**config.mk**
```make
export PLATFORM = sky130hd
export DESIGN_NAME = dram_timing_seq
export DESIGN_NICKNAME = d
export VERILOG_FILES = /design/src/rtl/dts_pkg.sv /design/src/rtl/dts_ctrl.sv /design/src/rtl/dts_dpath.sv /design/src/rtl/dram_timing_seq.sv
export SDC_FILE = /design/constraint.sdc
export NUM_CORES = 1
export LEC_CHECK = 0
export ABC_AREA = 1
export BUFFER_PORTS_ARGS = -buffer_cell sky130_fd_sc_hd__buf_4
export CORE_MARGIN = 3
export CORE_UTILIZATION = 51
export CTS_CLUSTER_SIZE = 30
export DETAILED_ROUTE_END_ITERATION = 7
export PLACE_DENSITY = 0.89
export SETUP_SLACK_MARGIN = 0.4
export SKIP_LAST_GASP = 1
export SLEW_MARGIN = 20
export SYNTH_ARGS = -nofsm -noshare
export SYNTH_HDL_FRONTEND = slang
export SYNTH_SLANG_ARGS = --single-unit
```
**constraint.sdc**
```tcl
create_clock -name clk -period 1.5 [get_ports clk]
set_input_delay 0.225 -clock clk [delete_from_list [all_inputs] [get_ports clk]]
set_output_delay 0.225 -clock clk [all_outputs]
set_load 0.005 [all_outputs]
```
**src/rtl/dts_pkg.sv**
```systemverilog
package dts_pkg;
  typedef enum logic [2:0] {
    ST_IDLE, ST_ROW, ST_COLSU, ST_CAS, ST_REFC, ST_REFB, ST_REFX, ST_PRE
  } seqState_t;

  typedef struct packed {
    logic load;
    logic rasOn;
    logic casOn;
    logic colSel;
  } strobe_t;

  localparam logic [1:0] CAS_RD2 = 2'b10;
endpackage

```
**src/rtl/dts_ctrl.sv**
```systemverilog
module dts_ctrl
  import dts_pkg::*;
#(
  parameter int CNT_W = 2
) (
  input  logic       clk,
  input  logic       rstN,
  input  logic       reqValid,
  input  logic       reqWrite,
  input  logic       refReq,
  input  logic       cfgPreExt,
  input  logic       cfgRah,
  input  logic [1:0] cfgCasW,
  input  logic       cfgRefExt,
  input  logic       cfgInterleave,
  output strobe_t    strb,
  output logic       ready,
  output logic       done
);
  seqState_t st, stNxt;
  logic [CNT_W-1:0] cnt, cntNxt;
  logic isWr, isWrNxt;
  logic casLong;
  logic [CNT_W-1:0] casLoad, preLoad;

  // Long CAS only for reads with code 10 outside interleaved mode
  assign casLong = !cfgInterleave && (cfgCasW == CAS_RD2) && !isWr;
  assign casLoad = CNT_W'(casLong);
  assign preLoad = CNT_W'(cfgPreExt);

  always_ff @(posedge clk or negedge rstN) begin
    if (!rstN) begin
      st   <= ST_IDLE;
      cnt  <= '0;
      isWr <= 1'b0;
    end else begin
      st   <= stNxt;
      cnt  <= cntNxt;
      isWr <= isWrNxt;
    end
  end

  always_comb begin
    stNxt   = st;
    cntNxt  = cnt;
    isWrNxt = isWr;
    case (st)
      ST_IDLE: begin
        if (refReq) stNxt = ST_REFC;
        else if (reqValid) begin
          stNxt   = ST_ROW;
          isWrNxt = reqWrite;
        end
      end
      ST_ROW: begin
        if (cfgRah) stNxt = ST_COLSU;
        else begin
          stNxt  = ST_CAS;
          cntNxt = casLoad;
        end
      end
      ST_COLSU: begin
        stNxt  = ST_CAS;
        cntNxt = casLoad;
      end
      ST_CAS: begin
        if (cnt == '0) begin
          stNxt  = ST_PRE;
          cntNxt = preLoad;
        end else cntNxt = cnt - 1'b1;
      end
      ST_REFC: stNxt = ST_REFB;
      ST_REFB: begin
        if (cfgRefExt) stNxt = ST_REFX;
        else begin
          stNxt  = ST_PRE;
          cntNxt = preLoad;
        end
      end
      ST_REFX: begin
        stNxt  = ST_PRE;
        cntNxt = preLoad;
      end
      ST_PRE: begin
        if (cnt == '0) stNxt = ST_IDLE;
        else cntNxt = cnt - 1'b1;
      end
      default: stNxt = ST_IDLE;
    endcase
  end

  always_comb begin
    strb.load   = (st == ST_IDLE) && !refReq && reqValid;
    strb.rasOn  = (st == ST_ROW) || (st == ST_COLSU) || (st == ST_CAS) || (st == ST_REFB);
    strb.casOn  = (st == ST_CAS) || (st == ST_REFC) || (st == ST_REFB);
    strb.colSel = (st == ST_COLSU) || (st == ST_CAS);
  end

  assign ready = (st == ST_IDLE);
  assign done  = ((st == ST_CAS) && (cnt == '0)) || (st == ST_REFB);

  AST_PRE_SHORT: assert property (@(posedge clk) disable iff (!rstN)
    (st == ST_PRE && !cfgPreExt) |=> ready);
  AST_PRE_LONG: assert property (@(posedge clk) disable iff (!rstN)
    (st == ST_PRE && $past(st) != ST_PRE && cfgPreExt) |=> !ready);
  AST_CAS_SHORT: assert property (@(posedge clk) disable iff (!rstN)
    (st == ST_CAS && (cfgCasW != CAS_RD2 || isWr)) |=> st == ST_PRE);
  AST_IL_SHORT: assert property (@(posedge clk) disable iff (!rstN)
    (st == ST_CAS && cfgInterleave) |=> st == ST_PRE);
  AST_REF_EXT: assert property (@(posedge clk) disable iff (!rstN)
    (st == ST_REFB && cfgRefExt) |=> (st == ST_REFX && !strb.rasOn && !strb.casOn));
  AST_BUSY_NOLOAD: assert property (@(posedge clk) disable iff (!rstN)
    !ready |-> !strb.load);
endmodule

```
**src/rtl/dts_dpath.sv**
```systemverilog
module dts_dpath
  import dts_pkg::*;
#(
  parameter int ADDR_W = 10
) (
  input  logic              clk,
  input  logic              rstN,
  input  strobe_t           strb,
  input  logic [ADDR_W-1:0] reqRow,
  input  logic [ADDR_W-1:0] reqCol,
  output logic              rasN,
  output logic              casN,
  output logic              colSel,
  output logic [ADDR_W-1:0] addr
);
  logic [ADDR_W-1:0] rowQ, colQ;

  always_ff @(posedge clk or negedge rstN) begin
    if (!rstN) begin
      rowQ <= '0;
      colQ <= '0;
    end else if (strb.load) begin
      rowQ <= reqRow;
      colQ <= reqCol;
    end
  end

  assign rasN   = ~strb.rasOn;
  assign casN   = ~strb.casOn;
  assign colSel = strb.colSel;
  assign addr   = strb.colSel ? colQ : rowQ;

  AST_CBR_ORDER: assert property (@(posedge clk) disable iff (!rstN)
    ($fell(casN) && rasN) |=> (!rasN && !casN));
  AST_CBR_RELEASE: assert property (@(posedge clk) disable iff (!rstN)
    (!rasN && !casN && $past(rasN) && $past(!casN)) |=> (rasN && casN));
  AST_ADDR_HOLD: assert property (@(posedge clk) disable iff (!rstN)
    (colSel && $past(colSel)) |-> $stable(addr));
endmodule

```
**src/rtl/dram_timing_seq.sv**
```systemverilog
module dram_timing_seq
  import dts_pkg::*;
#(
  parameter int ADDR_W = 10,
  parameter int CNT_W  = 2
) (
  input  logic              clk,
  input  logic              rstN,
  input  logic              reqValid,
  input  logic              reqWrite,
  input  logic [ADDR_W-1:0] reqRow,
  input  logic [ADDR_W-1:0] reqCol,
  input  logic              refReq,
  input  logic              cfgPreExt,
  input  logic              cfgRah,
  input  logic [1:0]        cfgCasW,
  input  logic              cfgRefExt,
  input  logic              cfgInterleave,
  output logic              ready,
  output logic              done,
  output logic              rasN,
  output logic              casN,
  output logic              colSel,
  output logic [ADDR_W-1:0] addr
);
  strobe_t strb;

  dts_ctrl #(.CNT_W(CNT_W)) u_ctrl (
    .clk(clk), .rstN(rstN), .reqValid(reqValid), .reqWrite(reqWrite),
    .refReq(refReq), .cfgPreExt(cfgPreExt), .cfgRah(cfgRah),
    .cfgCasW(cfgCasW), .cfgRefExt(cfgRefExt), .cfgInterleave(cfgInterleave),
    .strb(strb), .ready(ready), .done(done)
  );

  dts_dpath #(.ADDR_W(ADDR_W)) u_dpath (
    .clk(clk), .rstN(rstN), .strb(strb), .reqRow(reqRow), .reqCol(reqCol),
    .rasN(rasN), .casN(casN), .colSel(colSel), .addr(addr)
  );

  AST_IDLE_QUIET: assert property (@(posedge clk) disable iff (!rstN)
    ready |-> (rasN && casN && !colSel));
  AST_COL_SWITCH: assert property (@(posedge clk) disable iff (!rstN)
    ($fell(rasN) && casN) |=> colSel);
  AST_CAS_NORAH: assert property (@(posedge clk) disable iff (!rstN)
    ($fell(rasN) && casN && !cfgRah) |=> !casN);
  AST_CAS_RAH: assert property (@(posedge clk) disable iff (!rstN)
    ($fell(rasN) && casN && cfgRah) |=> casN);
  AST_REF_FIRST: assert property (@(posedge clk) disable iff (!rstN)
    (ready && refReq) |=> (!casN && rasN));
  AST_DONE_CAS: assert property (@(posedge clk) disable iff (!rstN)
    done |-> !casN);
endmodule

```
Yosys cells after proc, flatten, opt, wreduce, memory -nomap -nowiden --
Index checks and enable logic that the tools add are counted.
Word-level totals: flip-flop bits (word level) 26, latch bits 0, RAM bits 0, ROM bits 0, input port bits 31, output and inout bits 15, logic and storage cells 57, memories 0
Operators by class: add/sub/neg operators 1, multipliers 0, divide/modulo/power cells 0, order comparisons 0, equal/unequal tests 14, shift-type cells 0, multiplexer cells 13, bitwise gates (word level) 3, reductions and logical operators 21
Operator list (number):
- 3-bit case mux with 8 select lines | 1
- 3-bit equality test, second input constant | 4
- 3-bit two-way mux | 4
- 2-bit case mux with 6 select lines | 1
- 10-bit two-way mux | 1
- 2-bit two-way mux | 4
- 1-bit logical OR | 7
- 3-bit by 2-bit equality test with 1-bit output, second input constant | 2
- 2-bit != test, second input constant | 3
- 3-bit AND reduction | 2
- 6-bit nonzero test | 1
- 1-bit logical AND | 5
- 2-bit by 1-bit != test with 1-bit output, second input constant | 2
- 4-bit AND reduction | 1
- 3-bit by 1-bit equality test with 1-bit output, second input constant | 1
- 1-bit logical NOT | 3
- 3-bit logical NOT | 1
- 3-bit != test, second input constant | 1
- 1-bit inverter | 3
- 2-bit equality test, second input constant | 1
- 2-bit logical NOT | 1
- 1-bit two-way mux | 2
- 2-bit by 1-bit subtractor with 2-bit output, second input constant | 1

Depth between registers and ports, before layout --
Gate-level depths: netlist of the first run.
depth in word-level cells 5, gate-level depth with buffers 10, depth with buffers taken out 10

Cells and area by module --
Synthesis of the first run repeated with hierarchy kept, for this count alone.
Second synthesis, totals: cells, all modules 203, area, all modules 1435.1 µm²
Modules (own cells, without submodules):
- dts_dpath | times used 1, cells an instance 120, area each 905.9 µm², sequential area each 500.5 µm²
- dts_ctrl | times used 1, cells an instance 83, area each 529.3 µm², sequential area each 150.1 µm²

Worst setup path after synthesis of the first run --
OpenSTA, ideal clock, no wires.
kind flip-flop to flip-flop, start point reg u_ctrl.st[1], end point reg u_dpath.colQ[6], setup time 117 ps, arrival time 1074 ps, data required time 1383 ps, slack 308 ps, stages on the path, launching flop included 9, buffers on the path 2, clock period less this slack 1192 ps, cell sequence dfrtp_1 -> buf_6 -> nor2_4 -> nand2_2 -> inv_4 -> nand3_4 -> buf_6 -> nand2_1 -> o21ai_2
Between the ends: word-level cells in the longest chain between the ends 3
Ends and longest elaborated chain:
- start: declaration | RTL line dts_ctrl.sv:20 | seqState_t st, stNxt;
- start signal: assignment | RTL line dts_ctrl.sv:37 | st <= stNxt;
- 3-bit logical NOT
- via ready | RTL line dram_timing_seq.sv:19 | output logic ready,
- 1-bit logical AND (2 in a row) | RTL line dts_ctrl.sv:93 | strb.load = (st == ST_IDLE) && !refReq && reqValid;
- end signal: assignment | RTL line dts_dpath.sv:24 | colQ <= reqCol;
- end: declaration | RTL line dts_dpath.sv:16 | logic [ADDR_W-1:0] rowQ, colQ;
The timed path passes the listed nets, and every way through them passes these cells. A chain may end at the register's enable or synchronous reset.

Worst setup path after layout of the first run --
start point reg u_ctrl.st[1], end point out addr[4]
Between the ends: word-level cells in the longest chain between the ends 3, elaborated cells between the ends (all ways) 4, classes of those cells eq/ne: 2; mux: 1; reduce/logical: 1
Ends and longest elaborated chain:
- 3-bit by 2-bit equality test with 1-bit output | RTL line dts_ctrl.sv:96 | strb.colSel = (st == ST_COLSU) || (st == ST_CAS);
- 1-bit logical OR * | RTL line dts_ctrl.sv:96
- 10-bit two-way mux * | RTL line dts_dpath.sv:31 | assign addr = strb.colSel ? colQ : rowQ;
- end: declaration | RTL line dram_timing_seq.sv:24 | output logic [ADDR_W-1:0] addr
Every way passes the cells marked *; elsewhere a longest branch is shown, timed or not.

==> results of run 1 <==
## what timing repair did
item / in CTS / in global routing
setup endpoints to repair: 40 / 40
hold buffers: 1 / 0
buffers inserted: 6 / 1
resized for setup: 32 / 25
endpoints found under the hold margin: 26 / 0
pin swaps: 13 / 9
cloned: 1 / 2
## per-layer routing
layer	track usage	wire, µm	vias up
met1	0.255	1760	688
met5	0	0	-
met3	0.0324	264	8
met2	0.373	2170	59
met4	0.0538	48	0
li1	-	-	698
## power groups by stage
stage               registers (W)  clock network (W)  logic (W)
detailed placement        0.00118                  0    0.00171
finish                    0.00122           0.000480    0.00242
floorplan                 0.00112                  0    0.00116
CTS                       0.00117           0.000483    0.00206
global route              0.00124           0.000514    0.00262
global placement          0.00118                  0    0.00166
## kinds of logic after synthesis
kind of cell             Yosys count  share of synthesized area
AND/OR/NAND/NOR                   97                      0.272
buffers and inverters             39                      0.126
AO/OA/AOI/OAI                     29                      0.152
flip-flops                        26                      0.434
adder cells (fa/ha/maj)            2                     0.0167
## layout make-up
cell class	count	area, µm²
multi-input cells	128	797
flip-flops and latches	26	653
fillers	179	596
repair buffers	59	517
inverters	32	128
well taps	31	38.8
clock inverters	1	30.0
clock buffers	3	22.5
## worst max-delay path, cell delays in order (launching register included)
cell and delay, ns:
dfrtp_2 0.49, nand2_4 0.12, buf_6 0.16, nand2_2 0.08, nand2_2 0.09, buf_6 0.10
## state kept, by name (all words and copies together) (netlist names)
register / count
u_dpath.rowQ: 10
u_dpath.colQ: 10
u_ctrl.cnt: 2
u_ctrl.st: 3
u_ctrl.isWr: 1
## stage by stage
stage / utilization / TNS, ns / cells
after floorplan: - / 0 / 193
after global placement: 0.669 / 0 / 265
after detailed placement: 0.669 / 0 / 265
after CTS: 0.739 / -0.00526 / 277
after global routing: 0.786 / -2.48 / 280
final: 0.786 / -0.432 / 280
## Yosys cell counts (all sizes together)
library cell / number
or2: 1
nand4: 3
ha: 2
nand3: 4
buf: 7
o21ai: 28
inv: 32
a21oi: 1
nor3: 1
nand2: 81
dfrtp: 26
nor2: 7
## how the worst max path moves through the flow
stage / depth (start not counted) / slack, ns / end
after floorplan: 8 / 0.31 / u_dpath.colQ[6]
final: 5 / -0.07 / addr[4]
after CTS: 5 / -0.003 / ready
after global placement: 6 / 0.21 / addr[8]
after global routing: 5 / -0.12 / addr[4]
after detailed placement: 6 / 0.19 / addr[8]
==> metrics.txt, run 1 <==
status=finished, violations left; failing checks=setup timing; synth top area cells=dfrtp_1, nand2_1, o21ai_2; first-pass GRT wire length=~5700 µm; Synth warnings=0; Leak=1.22 nW; Critical Path Start Type=flop; synthesized net count=226; root buffer cell=clkbuf_4; Initial Util=0.539; drt drc=0; H-tree depth=1; Worst setup EP type=primary output; CTS tree=built; Cell Area, Placed=roughly 0.0019 mm²; R2R Setup Slk=-0.03 ns; cells after synthesis=roughly 190; drt pass-1 iters=4; sw power=about 0.0018 W; Worst EP required=1.27 ns; Vias per Instance=5.19; setup ws final=-0.0744 ns; most frequent cells in the layout=nand2_1, buf_4, inv_1, dfrtp_1, o21ai_2; dpl ws=approximately 0.19 ns; n_diodes=0; die width=~60 µm; Max Freq=around 640 MHz; Finished Cell Area=0.00219 mm²; Core Area=between 0.002 and 0.003 mm²; DR WL/cell=about 15 µm; initial drt markers=63; layout cells sized above 1=0.522; R2R depth=9; reg2reg end=u_dpath.colQ[3]; port buffer count=45; vias in the first global route=1,373; CTS sink count=26; hold path cells=3; Hold WC Path Type=primary input to flop; Post-Route Skew=0.0111 ns; CTS clk-pin slew, worst paths=0.15 ns; antenna-violating nets left=0; normalized max-slew margin=0.778; full die area=0.00363 mm²; Int Pwr=0.00235 W; I/O pin count=46; Power Total=0.00411 W; Num CTS Buffers=3; sequential share of power=0.296; Die Ht=60.2 µm; max-slew violation count=0; largest area contributor in the synthesized netlist=dfrtp_1; crit path max fanout=5; mapped cell area=roughly 0.0015 mm²; Synth top area share=0.434; Final setup viols=28; RSZ-0062 raised after global routing=true; GPL Wtd Cong=0.839; WHS=0.128 ns; clk_lat worst skew=0.32 ns; Crit Path Category=flop to primary output; synthesized area per cell=7.77 µm²; Detail Placement HPWL=2300 µm; Sw Ratio=0.428; period utilization=1.05; number of max-cap violations=0; Worst EP arrival=around 1.4 ns; register area share after synthesis=0.434; worst hold start=reqRow[1]; initial antenna violation count=0; row cnt=19; PwrDens=roughly 1900 mW/mm²; via count=1,453; Routed Wire Length=4240 µm; Longest Clk Path Bufs=2; Yosys reg bits=26; Yosys cell types=20; clock share of power=0.117; Fin. Hold Viols=0; Worst Tran Pin Value=0.333 ns; Tmin final=1.57 ns; VDD IR max=between 1500 and 2000 µV; hold endpoint=u_dpath.rowQ[1]; global route overflow=0; commonest non-fill, non-tap cell in the layout=nand2_1; largest net degree at the start of global routing=43; Synth-to-Final Area Change=45.7%; Critical path origin=u_ctrl.st[1]; Worst R2R Start=u_ctrl.st[1]; Comb pwr share=0.588; Final nets=283; GRT Util Overall=0.207
Power figures use the tool's default switching activity.
==> run 2, diff against run 1 <==
--- a/config.mk
+++ b/config.mk
@@ -9,9 +9,8 @@
 export BUFFER_PORTS_ARGS = -buffer_cell sky130_fd_sc_hd__buf_4
 export CORE_MARGIN = 3
 export CORE_UTILIZATION = 51
-export CTS_CLUSTER_SIZE = 30
 export DETAILED_ROUTE_END_ITERATION = 7
-export PLACE_DENSITY = 0.89
+export PLACE_DENSITY = 0.79
 export SETUP_SLACK_MARGIN = 0.4
 export SKIP_LAST_GASP = 1
 export SLEW_MARGIN = 20
==> metrics.txt, run 2 (synthesis gave the netlist of run 1 again) <==
status=finished, violations left; failing checks=setup timing; commonest non-fill, non-tap cell in the layout=nand2_1; setup ws final=-0.119 ns; fillers=148; Fin. Hold Viols=0; Worst EP arrival=1.84 ns; Detail Placement HPWL=roughly 2300 µm; sw power=~0.0019 W; Max Freq=618 MHz; Worst EP required=1.72 ns; H-tree depth=1; Num CTS Buffers=3; crit path max fanout=5; period utilization=1.08; root buffer cell=clkbuf_4; Longest Clk Path Bufs=2; Leak=between 1 and 1.5 nW; RSZ-0062 raised after global routing=true; drt drc=0; layout cells sized above 1=0.538; global route overflow=0; Tmin final=1.62 ns; drt pass-1 iters=4; Core Area=between 0.002 and 0.003 mm²; GPL Wtd Cong=approximately 0.89; max-slew violation count=0; first-pass GRT wire length=6690 µm; most frequent cells in the layout=nand2_1, buf_4, inv_1, dfrtp_1, o21ai_2; VDD IR max=approximately 1700 µV; Vias per Instance=5.39; sequential share of power=0.280; row cnt=19; clock share of power=0.112; antenna-violating nets left=0; Final setup viols=26; normalized max-slew margin=0.773; Hold WC Path Type=primary input to flop; Sw Ratio=0.427; CTS clk-pin slew, worst paths=0.17 ns; Critical Path Start Type=flop; vias in the first global route=roughly 1,500; port buffer count=45; die width=60.2 µm; Initial Util=0.539; via count=1,569; n_diodes=0; Crit Path Category=flop to flop; Synth-to-Final Area Change=58.1%; Worst Tran Pin Value=0.340 ns; number of max-cap violations=0; Routed Wire Length=4980 µm; Placed Cells=266; biggest regs=u_dpath.colQ (10), u_dpath.rowQ (10), u_ctrl.st (3); Post-Route Skew=about 0.03 ns; WHS=0.104 ns; initial antenna violation count=0; Die Ht=60.2 µm; initial drt markers=67; clk_lat worst skew=0.34 ns; CTS tree=built; dpl ws=0.173 ns; Non-Filler Instances=291; Comb pwr share=0.608; Final nets=294; full die area=0.00363 mm²; Worst setup EP type=flop; DR WL/cell=17.1 µm; setup_tns=-1.27 ns; largest net degree at the start of global routing=27; PwrDens=between 1500 and 2000 mW/mm²; CTS sink count=26; GRT Util Overall=0.247; I/O pin count=46; Int Pwr=0.00255 W; Power Total=0.00446 W
-- run 2: cell count changes in the layout (fill, tap and decap cells not counted), moves of 2 or more --
cell | previous run | this run
buf_4 | 45 | 50
buf_16 | 0 | 4
buf_6 | 11 | 13
inv_2 | 6 | 4
nand2_1 | 52 | 54
nand2_2 | 21 | 19
nor2_4 | 2 | 4
-- run 2: repair_timing --
| action | 4_1_cts | 5_1_grt |
|---|---|---|
| cloned | 4 | 0 |
| hold endpoints to repair | 26 | 0 |
| setup buffers | 11 | 5 |
| pin swaps | 11 | 11 |
| setup endpoints to repair | 40 | 40 |
| hold buffers | 1 | 0 |
| gates resized for setup | 38 | 32 |
-- run 2: final timing paths --
path	cells after the start	from	end	slack, ns
max reg2reg	9	u_ctrl.st[1]	u_dpath.colQ[9]	-0.12
min in group asynchronous	2	rstN	u_dpath.colQ[7]	0.29
max	9	u_ctrl.st[1]	u_dpath.colQ[9]	-0.12
max in group asynchronous	2	rstN	u_ctrl.st[0]	0.90
min	3	reqCol[1]	u_dpath.colQ[1]	0.10
min reg2reg	2	u_ctrl.isWr	u_ctrl.isWr	0.52
-- run 2: worst max-delay path, stage by stage (launching register included) --
cell,delay [ns]
dfrtp_1,0.46
buf_4,0.17
nor2_4,0.12
nand2_2,0.08
inv_4,0.08
nand3_4,0.14
buf_6,0.18
buf_16,0.12
nand2_1,0.09
o21ai_2,0.07
-- run 2: cell type report --
cell class	count	area, µm²	area share
Inverter	32	133	0.0559
Timing Repair Buffer	70	677	0.285
Tap cell	31	38.8	0.0164
Clock buffer	3	22.5	0.00949
Multi-Input combinational cell	128	820	0.345
Sequential cell	26	652	0.275
Clock inverter	1	30.0	0.0127
-- run 2: power by group through the flow --
| stage | registers [W] | clock network [W] | logic, W |
|---|---|---|---|
| floorplan | 0.00112 | 0 | 0.00116 |
| global placement | 0.00118 | 0 | 0.00169 |
| detailed placement | 0.00119 | 0 | 0.00173 |
| CTS | 0.00120 | 0.000483 | 0.00217 |
| global route | 0.00127 | 0.000527 | 0.00295 |
| finish | 0.00125 | 0.000500 | 0.00271 |
-- run 2: through the flow --
step                area [µm²]  utilization
global placement          1870        0.672
global route              2370        0.853
floorplan                 1520            -
detailed placement        1870        0.672
finish                    2370        0.853
CTS                       2230        0.802
-- run 2: routing by layer --
| metal | track usage | part of all wire | vias to the layer above |
|---|---|---|---|
| met3 | 0.0281 | 0.063 | 25 |
| met2 | 0.424 | 0.50 | 83 |
| met1 | 0.316 | 0.39 | 741 |
| met4 | 0.0886 | 0.042 | 0 |
| li1 | - | - | 720 |
| met5 | 0 | 0 | - |
